`config.mk`:
```
export PLATFORM = sky130hd
export DESIGN_NAME = busmap_xlate
export DESIGN_NICKNAME = d
export VERILOG_FILES = /design/src/rtl/busmap_pkg.sv /design/src/rtl/busmap_addr_calc.sv /design/src/rtl/busmap_lane_merge.sv /design/src/rtl/busmap_xlate.sv
export SDC_FILE = /design/constraint.sdc
export NUM_CORES = 1
export LEC_CHECK = 0
export BUFFER_PORTS_ARGS = -buffer_cell sky130_fd_sc_hd__clkbuf_2
export CAP_MARGIN = 0
export CORE_MARGIN = 5
export CORE_UTILIZATION = 45
export CTS_CLUSTER_DIAMETER = 50
export CTS_CLUSTER_SIZE = 16
export DETAILED_ROUTE_END_ITERATION = 7
export GPL_TIMING_DRIVEN = 0
export PLACE_DENSITY_LB_ADDON = 0.25
export SLEW_MARGIN = 20
export SYNTH_ARGS = -nofsm -noshare
export SYNTH_HDL_FRONTEND = slang
export SYNTH_SLANG_ARGS = --single-unit
```
`constraint.sdc`:
```
create_clock -name clk -period 3.17 [get_ports clk]
set_input_delay 0.1585 -clock clk [delete_from_list [all_inputs] [get_ports clk]]
set_output_delay 0.1585 -clock clk [all_outputs]
set_load 0.05 [all_outputs]
```
`src/rtl/busmap_pkg.sv`:
```
// Package: shared encodings for the bus-to-memory page map translator.
// Assumes: size codes are driven by the requester exactly as listed below.
package busmap_pkg;

    // Controller states, one request in flight at a time.
    typedef enum logic [2:0] {
        ST_IDLE   = 3'd0,
        ST_LOOKUP = 3'd1,
        ST_CHECK  = 3'd2,
        ST_ACCESS = 3'd3,
        ST_RESP   = 3'd4
    } xl_state_t;

    // Access size codes; any code with bit 1 set is a longword.
    localparam logic [1:0] SZ_BYTE = 2'b00;
    localparam logic [1:0] SZ_WORD = 2'b01;

endpackage

```
`src/rtl/busmap_addr_calc.sv`:
```
// Module: busmap_addr_calc
// Forms the table entry address from the bus page and the table base,
// decodes a fetched entry into a physical address, and range-checks both
// addresses against the installed memory size.
// Assumes: the table base is aligned to the table window; its low bits are
// dropped. Purely combinational.
module busmap_addr_calc #(
    parameter int              BUS_AW     = 22,
    parameter int              PAGE_SHIFT = 9,
    parameter int              PA_W       = 30,
    parameter int              PPN_W      = 20,
    parameter int              DATA_W     = 32,
    parameter longint unsigned MEM_BYTES  = 64'h0100_0000
) (
    input  logic [BUS_AW-1:0]            bus_addr,
    input  logic [PA_W-1:0]              map_base,
    input  logic [DATA_W-1:0]            entry,
    output logic [BUS_AW-PAGE_SHIFT-1:0] bus_page,
    output logic [PA_W-1:0]              entry_addr,
    output logic                         entry_in_mem,
    output logic                         entry_valid,
    output logic [PPN_W-1:0]             entry_ppn,
    output logic [PA_W-1:0]              phys_addr,
    output logic                         phys_in_mem
);
    localparam int              PG_W     = BUS_AW - PAGE_SHIFT;
    localparam int              LANE_W   = $clog2(DATA_W / 8);
    localparam int              WIN_BITS = PG_W + LANE_W;
    localparam logic [PA_W:0]   MEM_LIM  = MEM_BYTES[PA_W:0];

    // Entry address: aligned base plus page scaled to one longword per entry.
    always_comb begin
        bus_page     = bus_addr[BUS_AW-1:PAGE_SHIFT];
        entry_addr   = {map_base[PA_W-1:WIN_BITS], bus_page, {LANE_W{1'b0}}};
        entry_in_mem = ({1'b0, entry_addr} < MEM_LIM);
    end

    // Entry decode: valid flag in the top bit, page frame in the low field.
    always_comb begin
        entry_valid = entry[DATA_W-1];
        entry_ppn   = entry[PPN_W-1:0];
        phys_addr   = PA_W'({entry_ppn, bus_addr[PAGE_SHIFT-1:0]});
        phys_in_mem = ({1'b0, phys_addr} < MEM_LIM);
    end

endmodule

```
`src/rtl/busmap_lane_merge.sv`:
```
// Module: busmap_lane_merge
// Merges right-justified byte or word write data into an old longword at
// the lane chosen by the low address bits; a longword passes straight through.
// Assumes: word accesses use only the upper lane-select bit. Combinational.
module busmap_lane_merge #(
    parameter int DATA_W = 32
) (
    input  logic [DATA_W-1:0]                 old_word,
    input  logic [DATA_W-1:0]                 new_data,
    input  logic [1:0]                        size,
    input  logic [$clog2(DATA_W/8)-1:0]       lane,
    output logic [DATA_W-1:0]                 merged
);
    import busmap_pkg::*;

    localparam int LANES  = DATA_W / 8;
    localparam int LANE_W = $clog2(LANES);

    logic [LANES-1:0] byte_en;
    logic [DATA_W-1:0] shifted;

    // Position the write data at its lane.
    always_comb begin
        if (size == SZ_BYTE)
            shifted = new_data << (lane * 8);
        else if (size == SZ_WORD)
            shifted = new_data << ({lane[LANE_W-1:1], 1'b0} * 8);
        else
            shifted = new_data;
    end

    // Per-lane enable and select between new and old bytes.
    for (genvar i = 0; i < LANES; i++) begin : g_lane
        localparam logic [LANE_W-1:0] IDX = LANE_W'(i);
        always_comb begin
            if (size == SZ_BYTE)
                byte_en[i] = (lane == IDX);
            else if (size == SZ_WORD)
                byte_en[i] = (lane[LANE_W-1:1] == IDX[LANE_W-1:1]);
            else
                byte_en[i] = 1'b1;
            merged[i*8 +: 8] = byte_en[i] ? shifted[i*8 +: 8] : old_word[i*8 +: 8];
        end
    end

endmodule

```
`src/rtl/busmap_xlate.sv`:
```
// Module: busmap_xlate (top)
// Translates a peripheral-bus address through a page table held in main
// memory, then performs the read or merged write on the translated location.
// Reports failures as master errors (invalid entry) or slave errors (address
// outside installed memory); console requests translate silently.
// Assumes: memory read data arrives one cycle after mem_rd_en; map_base is
// stable while a request is in flight; one request at a time.
module busmap_xlate #(
    parameter int              BUS_AW     = 22,
    parameter int              PAGE_SHIFT = 9,
    parameter int              PA_W       = 30,
    parameter int              PPN_W      = 20,
    parameter int              DATA_W     = 32,
    parameter longint unsigned MEM_BYTES  = 64'h0100_0000
) (
    input  logic                         clk,
    input  logic                         rst_n,
    input  logic                         req_valid,
    output logic                         req_ready,
    input  logic                         req_write,
    input  logic [1:0]                   req_size,
    input  logic                         req_console,
    input  logic [BUS_AW-1:0]            req_addr,
    input  logic [DATA_W-1:0]            req_wdata,
    input  logic [PA_W-1:0]              map_base,
    output logic                         mem_rd_en,
    output logic                         mem_wr_en,
    output logic [PA_W-1:0]              mem_addr,
    output logic [DATA_W-1:0]            mem_wdata,
    input  logic [DATA_W-1:0]            mem_rdata,
    output logic                         rsp_valid,
    output logic                         rsp_err,
    output logic                         rsp_mcheck,
    output logic [DATA_W-1:0]            rsp_rdata,
    output logic [PA_W-1:0]              rsp_paddr,
    output logic                         merr_evt,
    output logic [BUS_AW-PAGE_SHIFT-1:0] merr_page,
    output logic                         serr_evt,
    output logic [PPN_W-1:0]             serr_page
);
    import busmap_pkg::*;

    localparam int            PG_W    = BUS_AW - PAGE_SHIFT;
    localparam int            LANE_W  = $clog2(DATA_W / 8);
    localparam logic [PA_W:0] MEM_LIM = MEM_BYTES[PA_W:0];

    xl_state_t           st;
    logic                wr_q, con_q, err_q, merr_q, serr_q;
    logic [1:0]          size_q;
    logic [BUS_AW-1:0]   addr_q;
    logic [DATA_W-1:0]   wdata_q, rdata_q;
    logic [PA_W-1:0]     paddr_q;
    logic [PG_W-1:0]     mpage_q;
    logic [PPN_W-1:0]    spage_q;

    logic [PG_W-1:0]     bus_page;
    logic [PA_W-1:0]     entry_addr, phys_addr;
    logic                entry_in_mem, entry_valid, phys_in_mem;
    logic [PPN_W-1:0]    entry_ppn;
    logic [DATA_W-1:0]   merged;
    logic                is_long;

    busmap_addr_calc #(
        .BUS_AW(BUS_AW), .PAGE_SHIFT(PAGE_SHIFT), .PA_W(PA_W),
        .PPN_W(PPN_W), .DATA_W(DATA_W), .MEM_BYTES(MEM_BYTES)
    ) u_calc (
        .bus_addr     (addr_q),
        .map_base     (map_base),
        .entry        (mem_rdata),
        .bus_page     (bus_page),
        .entry_addr   (entry_addr),
        .entry_in_mem (entry_in_mem),
        .entry_valid  (entry_valid),
        .entry_ppn    (entry_ppn),
        .phys_addr    (phys_addr),
        .phys_in_mem  (phys_in_mem)
    );

    busmap_lane_merge #(.DATA_W(DATA_W)) u_merge (
        .old_word (mem_rdata),
        .new_data (wdata_q),
        .size     (size_q),
        .lane     (addr_q[LANE_W-1:0]),
        .merged   (merged)
    );

    assign is_long = size_q[1];

    // Memory port: entry fetch, target read, or target write per state.
    always_comb begin
        mem_rd_en = 1'b0;
        mem_wr_en = 1'b0;
        mem_addr  = '0;
        mem_wdata = '0;
        case (st)
            ST_LOOKUP: begin
                if (entry_in_mem) begin
                    mem_rd_en = 1'b1;
                    mem_addr  = entry_addr;
                end
            end
            ST_CHECK: begin
                if (entry_valid && !con_q && phys_in_mem) begin
                    mem_addr = {phys_addr[PA_W-1:LANE_W], {LANE_W{1'b0}}};
                    if (wr_q && is_long) begin
                        mem_wr_en = 1'b1;
                        mem_wdata = wdata_q;
                    end else begin
                        mem_rd_en = 1'b1;
                    end
                end
            end
            ST_ACCESS: begin
                mem_addr = {paddr_q[PA_W-1:LANE_W], {LANE_W{1'b0}}};
                if (wr_q) begin
                    mem_wr_en = 1'b1;
                    mem_wdata = merged;
                end
            end
            default: ;
        endcase
    end

    // Controller: sequences lookup, check, access and response.
    always_ff @(posedge clk) begin
        if (!rst_n) begin
            st      <= ST_IDLE;
            wr_q    <= 1'b0;
            con_q   <= 1'b0;
            err_q   <= 1'b0;
            merr_q  <= 1'b0;
            serr_q  <= 1'b0;
            size_q  <= '0;
            addr_q  <= '0;
            wdata_q <= '0;
            rdata_q <= '0;
            paddr_q <= '0;
            mpage_q <= '0;
            spage_q <= '0;
        end else begin
            case (st)
                ST_IDLE: begin
                    if (req_valid) begin
                        wr_q    <= req_write;
                        con_q   <= req_console;
                        size_q  <= req_size;
                        addr_q  <= req_addr;
                        wdata_q <= req_wdata;
                        err_q   <= 1'b0;
                        merr_q  <= 1'b0;
                        serr_q  <= 1'b0;
                        rdata_q <= '0;
                        paddr_q <= '0;
                        mpage_q <= '0;
                        spage_q <= '0;
                        st      <= ST_LOOKUP;
                    end
                end
                ST_LOOKUP: begin
                    if (entry_in_mem) begin
                        st <= ST_CHECK;
                    end else begin
                        err_q   <= 1'b1;
                        serr_q  <= !con_q;
                        spage_q <= '0;
                        st      <= ST_RESP;
                    end
                end
                ST_CHECK: begin
                    if (!entry_valid) begin
                        err_q   <= 1'b1;
                        merr_q  <= !con_q;
                        mpage_q <= bus_page;
                        st      <= ST_RESP;
                    end else if (con_q) begin
                        paddr_q <= phys_addr;
                        st      <= ST_RESP;
                    end else if (!phys_in_mem) begin
                        err_q   <= 1'b1;
                        serr_q  <= 1'b1;
                        spage_q <= entry_ppn;
                        st      <= ST_RESP;
                    end else begin
                        paddr_q <= phys_addr;
                        st      <= (wr_q && is_long) ? ST_RESP : ST_ACCESS;
                    end
                end
                ST_ACCESS: begin
                    if (!wr_q)
                        rdata_q <= mem_rdata;
                    st <= ST_RESP;
                end
                default: begin
                    st <= ST_IDLE;
                end
            endcase
        end
    end

    // Response and event outputs, live only in the response cycle.
    always_comb begin
        req_ready  = (st == ST_IDLE);
        rsp_valid  = (st == ST_RESP);
        rsp_err    = rsp_valid && err_q;
        rsp_mcheck = rsp_valid && err_q && !wr_q && !con_q;
        rsp_rdata  = rdata_q;
        rsp_paddr  = paddr_q;
        merr_evt   = rsp_valid && merr_q;
        merr_page  = mpage_q;
        serr_evt   = rsp_valid && serr_q;
        serr_page  = spage_q;
    end

    AST_MEM_EXCL: assert property (@(posedge clk) disable iff (!rst_n)
        !(mem_rd_en && mem_wr_en));
    AST_RSP_PULSE: assert property (@(posedge clk) disable iff (!rst_n)
        rsp_valid |=> !rsp_valid);
    AST_WR_IN_MEM: assert property (@(posedge clk) disable iff (!rst_n)
        mem_wr_en |-> ({1'b0, mem_addr} < MEM_LIM));
    AST_EVT_WITH_ERR: assert property (@(posedge clk) disable iff (!rst_n)
        (merr_evt || serr_evt) |-> (rsp_valid && rsp_err));
    AST_CON_SILENT: assert property (@(posedge clk) disable iff (!rst_n)
        (rsp_valid && con_q) |-> !(merr_evt || serr_evt || rsp_mcheck));
    AST_MCHK_READ: assert property (@(posedge clk) disable iff (!rst_n)
        rsp_mcheck |-> (rsp_err && !wr_q));
    AST_NO_WR_CONSOLE: assert property (@(posedge clk) disable iff (!rst_n)
        (st != ST_IDLE && con_q) |-> !mem_wr_en);

endmodule

```
==> qor.txt <==
RePlAce Congestion -> 0.935
GRT Util Overall -> 29.8%
WP buf/inv -> 4
initial antenna violation count -> 1
Iter 0 DRT Violations -> 863
total power -> 4770 uW
Netlist Area Pre-Place -> 7410 sq um
final worst-path cycle share -> 95.3%
cell family with most CP delay -> buffers and inverters
Layout area overhead -> 38.5%
Slew @ Worst Pin -> 720 ps
CTS tree -> built
Req. time, crit path -> 3010 ps
switching power total -> 1310 uW
final hold vios -> 0
crit end category -> output pin
Worst Hold Class -> in -> reg
sequential share of power -> 44.4%
worst r2r src -> st[1]
most frequent cells in the layout -> clkbuf_2, nand2_1, dfxtp_1
Final HPWL DP -> 21.6 mm
die width -> 138 um
most used cell, CP -> clkbuf_1
buffer count from post-CTS setup fixing -> 0
internal power -> 3450 uW
Pleak -> 0.00443 uW
CP Class -> reg -> out
# IOs -> 288
critical path data arrival time -> 2860 ps
Async S/R FF share, synth -> 0%
Pins Over Slew Limit -> 0
max_cap viols -> 0
routed wire length -> 29.5 mm
Unique masters post-synth -> 49
Post-Syn Instances -> 935
wire length per cell -> 19.4 um
most common cell after layout, fill and taps aside -> clkbuf_2
WHS Path Cells -> 3
first-pass GRT wire length -> 45.4 mm
Clock Sink Count -> 158
H-tree Lvls -> 4
number of flops mapped to enable cells by yosys -> 0
DRC -> 0
maximum buffer depth of the clock tree -> 2
Buffers on Ports -> 268
Clock power frac -> 43.3%
r2r endpoint -> rsp_rdata[24]
hold slack -> 6.82 ps
Final nets -> 1411
CP cell instances -> clkbuf_1, or2_2, clkbuf_1, nand2b_1, clkbuf_1, o21a_1, o221ai_1, nand2_1, clkbuf_2
DIE HEIGHT -> 138 um
FF+latch count, synth -> 158
Worst Hold End -> wdata_q[8]
hold path start -> req_wdata[8]
CP max FO -> 9
largest net degree at the start of global routing -> 17
Post-DRT Antenna Nets -> 0
First-pass DRT Iterations -> 5
Fmax -> 331 MHz
Core Area -> 16300 sq um
Slowest-stage cell, CP -> clkbuf_1
grt total ovfl -> 0
Ys Warns -> 0
Sw Ratio -> 27.5%
CTS root buf -> clkbuf_16
sum of negative setup slack -> 0 ps
crit path time final -> 3020 ps
Diodes inserted -> 0
later-pin clock latency in the skew report -> 430 ps
Die ar. -> 19100 sq um
FF-to-FF path depth -> 8
most used flip-flop cell after synthesis -> dfxtp_1
Cell Rows -> 47
routed vias -> 8460
vias in the first global route -> 8011
proportion of layout cells with a drive suffix above 1 -> 24.7%
RSZ-0062 raised after global routing -> false
slack of the worst reg-to-reg path -> 550 ps
Final Util -> 62.8%
Worst Setup Start Kind -> flop
final setup violation count -> 0
post-synthesis sequential area ratio -> 42.7%
Worst Skew -> 8.80 ps
Max stage delay on crit path -> 350 ps
Power Density -> 464 nW/um^2
maximum VDD drop -> 0.378 mV
via/cell ratio -> 5.56
run status -> finished, final reports clean
Comb power frac -> 12.3%
worst relative slew slack -> 52.0%
Post-Syn Area per Cell -> 7.93 sq um
Starting Density -> 45.3%
clock buffer count from CTS -> 17
CTS clk-pin slew, worst paths -> 60 ps
## worst max-delay path by stage
stage	cells past startpoint	start	to	slack [ps]
after global routing	8	st[0]	mem_wdata[13]	3
after CTS	7	st[0]	mem_addr[13]	40
after global placement	8	map_base[29]	mem_addr[3]	450
after floorplan	8	st[1]	rsp_rdata[18]	330
final	9	size_q[1]	mem_wdata[13]	150
after detailed placement	8	map_base[29]	mem_addr[3]	450
## area by class of cell
| type | count | area (sq um) |
|---|---|---|
| fill | 1497 | 6080 |
| tap | 220 | 275 |
| multi-input combinational | 692 | 3910 |
| clock inverter | 13 | 150 |
| inverter | 2 | 7.51 |
| buffer | 86 | 352 |
| sequential | 158 | 3160 |
| timing repair buffer | 331 | 1970 |
| clock buffer | 19 | 443 |
## stage by stage
stage	instance area (sq um)	instances	worst slack (ps)
finish	10300	1521	149
global route	10300	1521	2.97
CTS	10300	1521	42.7
detailed placement	9040	1426	448
global placement	9040	1426	455
floorplan	7420	938	330
## sequential cells by signal, summed over array words and instances, names as in the netlist
name,flops
addr_q,22
con_q,1
err_q,1
merr_page,13
merr_q,1
rsp_paddr,29
rsp_rdata,32
serr_page,20
serr_q,1
size_q,2
st,3
wdata_q,32
wr_q,1
## worst register-to-register path, cell delays in order (launching register included)
cell      delay (ps)
dfxtp_1          330
nor3_1           430
and2_0           190
clkbuf_1         340
o21ai_0          130
and2_1           160
clkbuf_1         240
clkbuf_1         370
a22o_1           330
## cells by family after synthesis
family | count (synthesis) | synth area share [%]
buffers and inverters | 88 | 4.84
AOI/OAI and AO/OA | 276 | 27.4
and+or+nand+nor | 404 | 23.9
muxes | 8 | 1.08
DFF | 158 | 42.7
other | 1 | 0.0506
## power groups by stage
stage,combinational (uW),clock (uW),sequential [uW]
finish,587,2060,2110
global route,640,2160,2120
CTS,574,2090,2110
detailed placement,512,0,2160
global placement,508,0,2160
floorplan,299,0,2120
## layer usage
layer	GRT usage (%)	up-vias	routed length, um
met3	8.22	76	3030
li1	-	3995	-
met4	11.6	2	944
met2	46.6	441	13100
met5	0	-	13
met1	39.3	3946	12400
## Yosys cell counts, drive strengths merged (3+ instances only)
cell type | count | area (sq um)
a21boi | 98 | 736
a21o | 3 | 37.5
a21oi | 21 | 105
a221o | 8 | 80.1
a22o | 40 | 352
a22oi | 31 | 238
and2 | 12 | 75.1
and3 | 4 | 25.0
buf | 15 | 85.1
clkbuf | 71 | 267
dfxtp | 158 | 3160
mux2i | 8 | 80.1
nand2 | 246 | 923
nand2b | 7 | 43.8
nand3 | 82 | 410
nor2 | 27 | 101
nor2b | 6 | 37.5
nor3 | 5 | 36.3
o2111ai | 8 | 70.1
o21a | 10 | 75.1
o21ai | 36 | 180
o221ai | 8 | 70.1
o22ai | 8 | 50.1
## repair_timing
action | CTS | global route
endpoints found under the setup margin | 0 | 20
hold buffers | 63 | 0
hold endpoints to repair | 63 | 0
resized for setup | 0 | 1
Power figures use the tool's default switching activity.
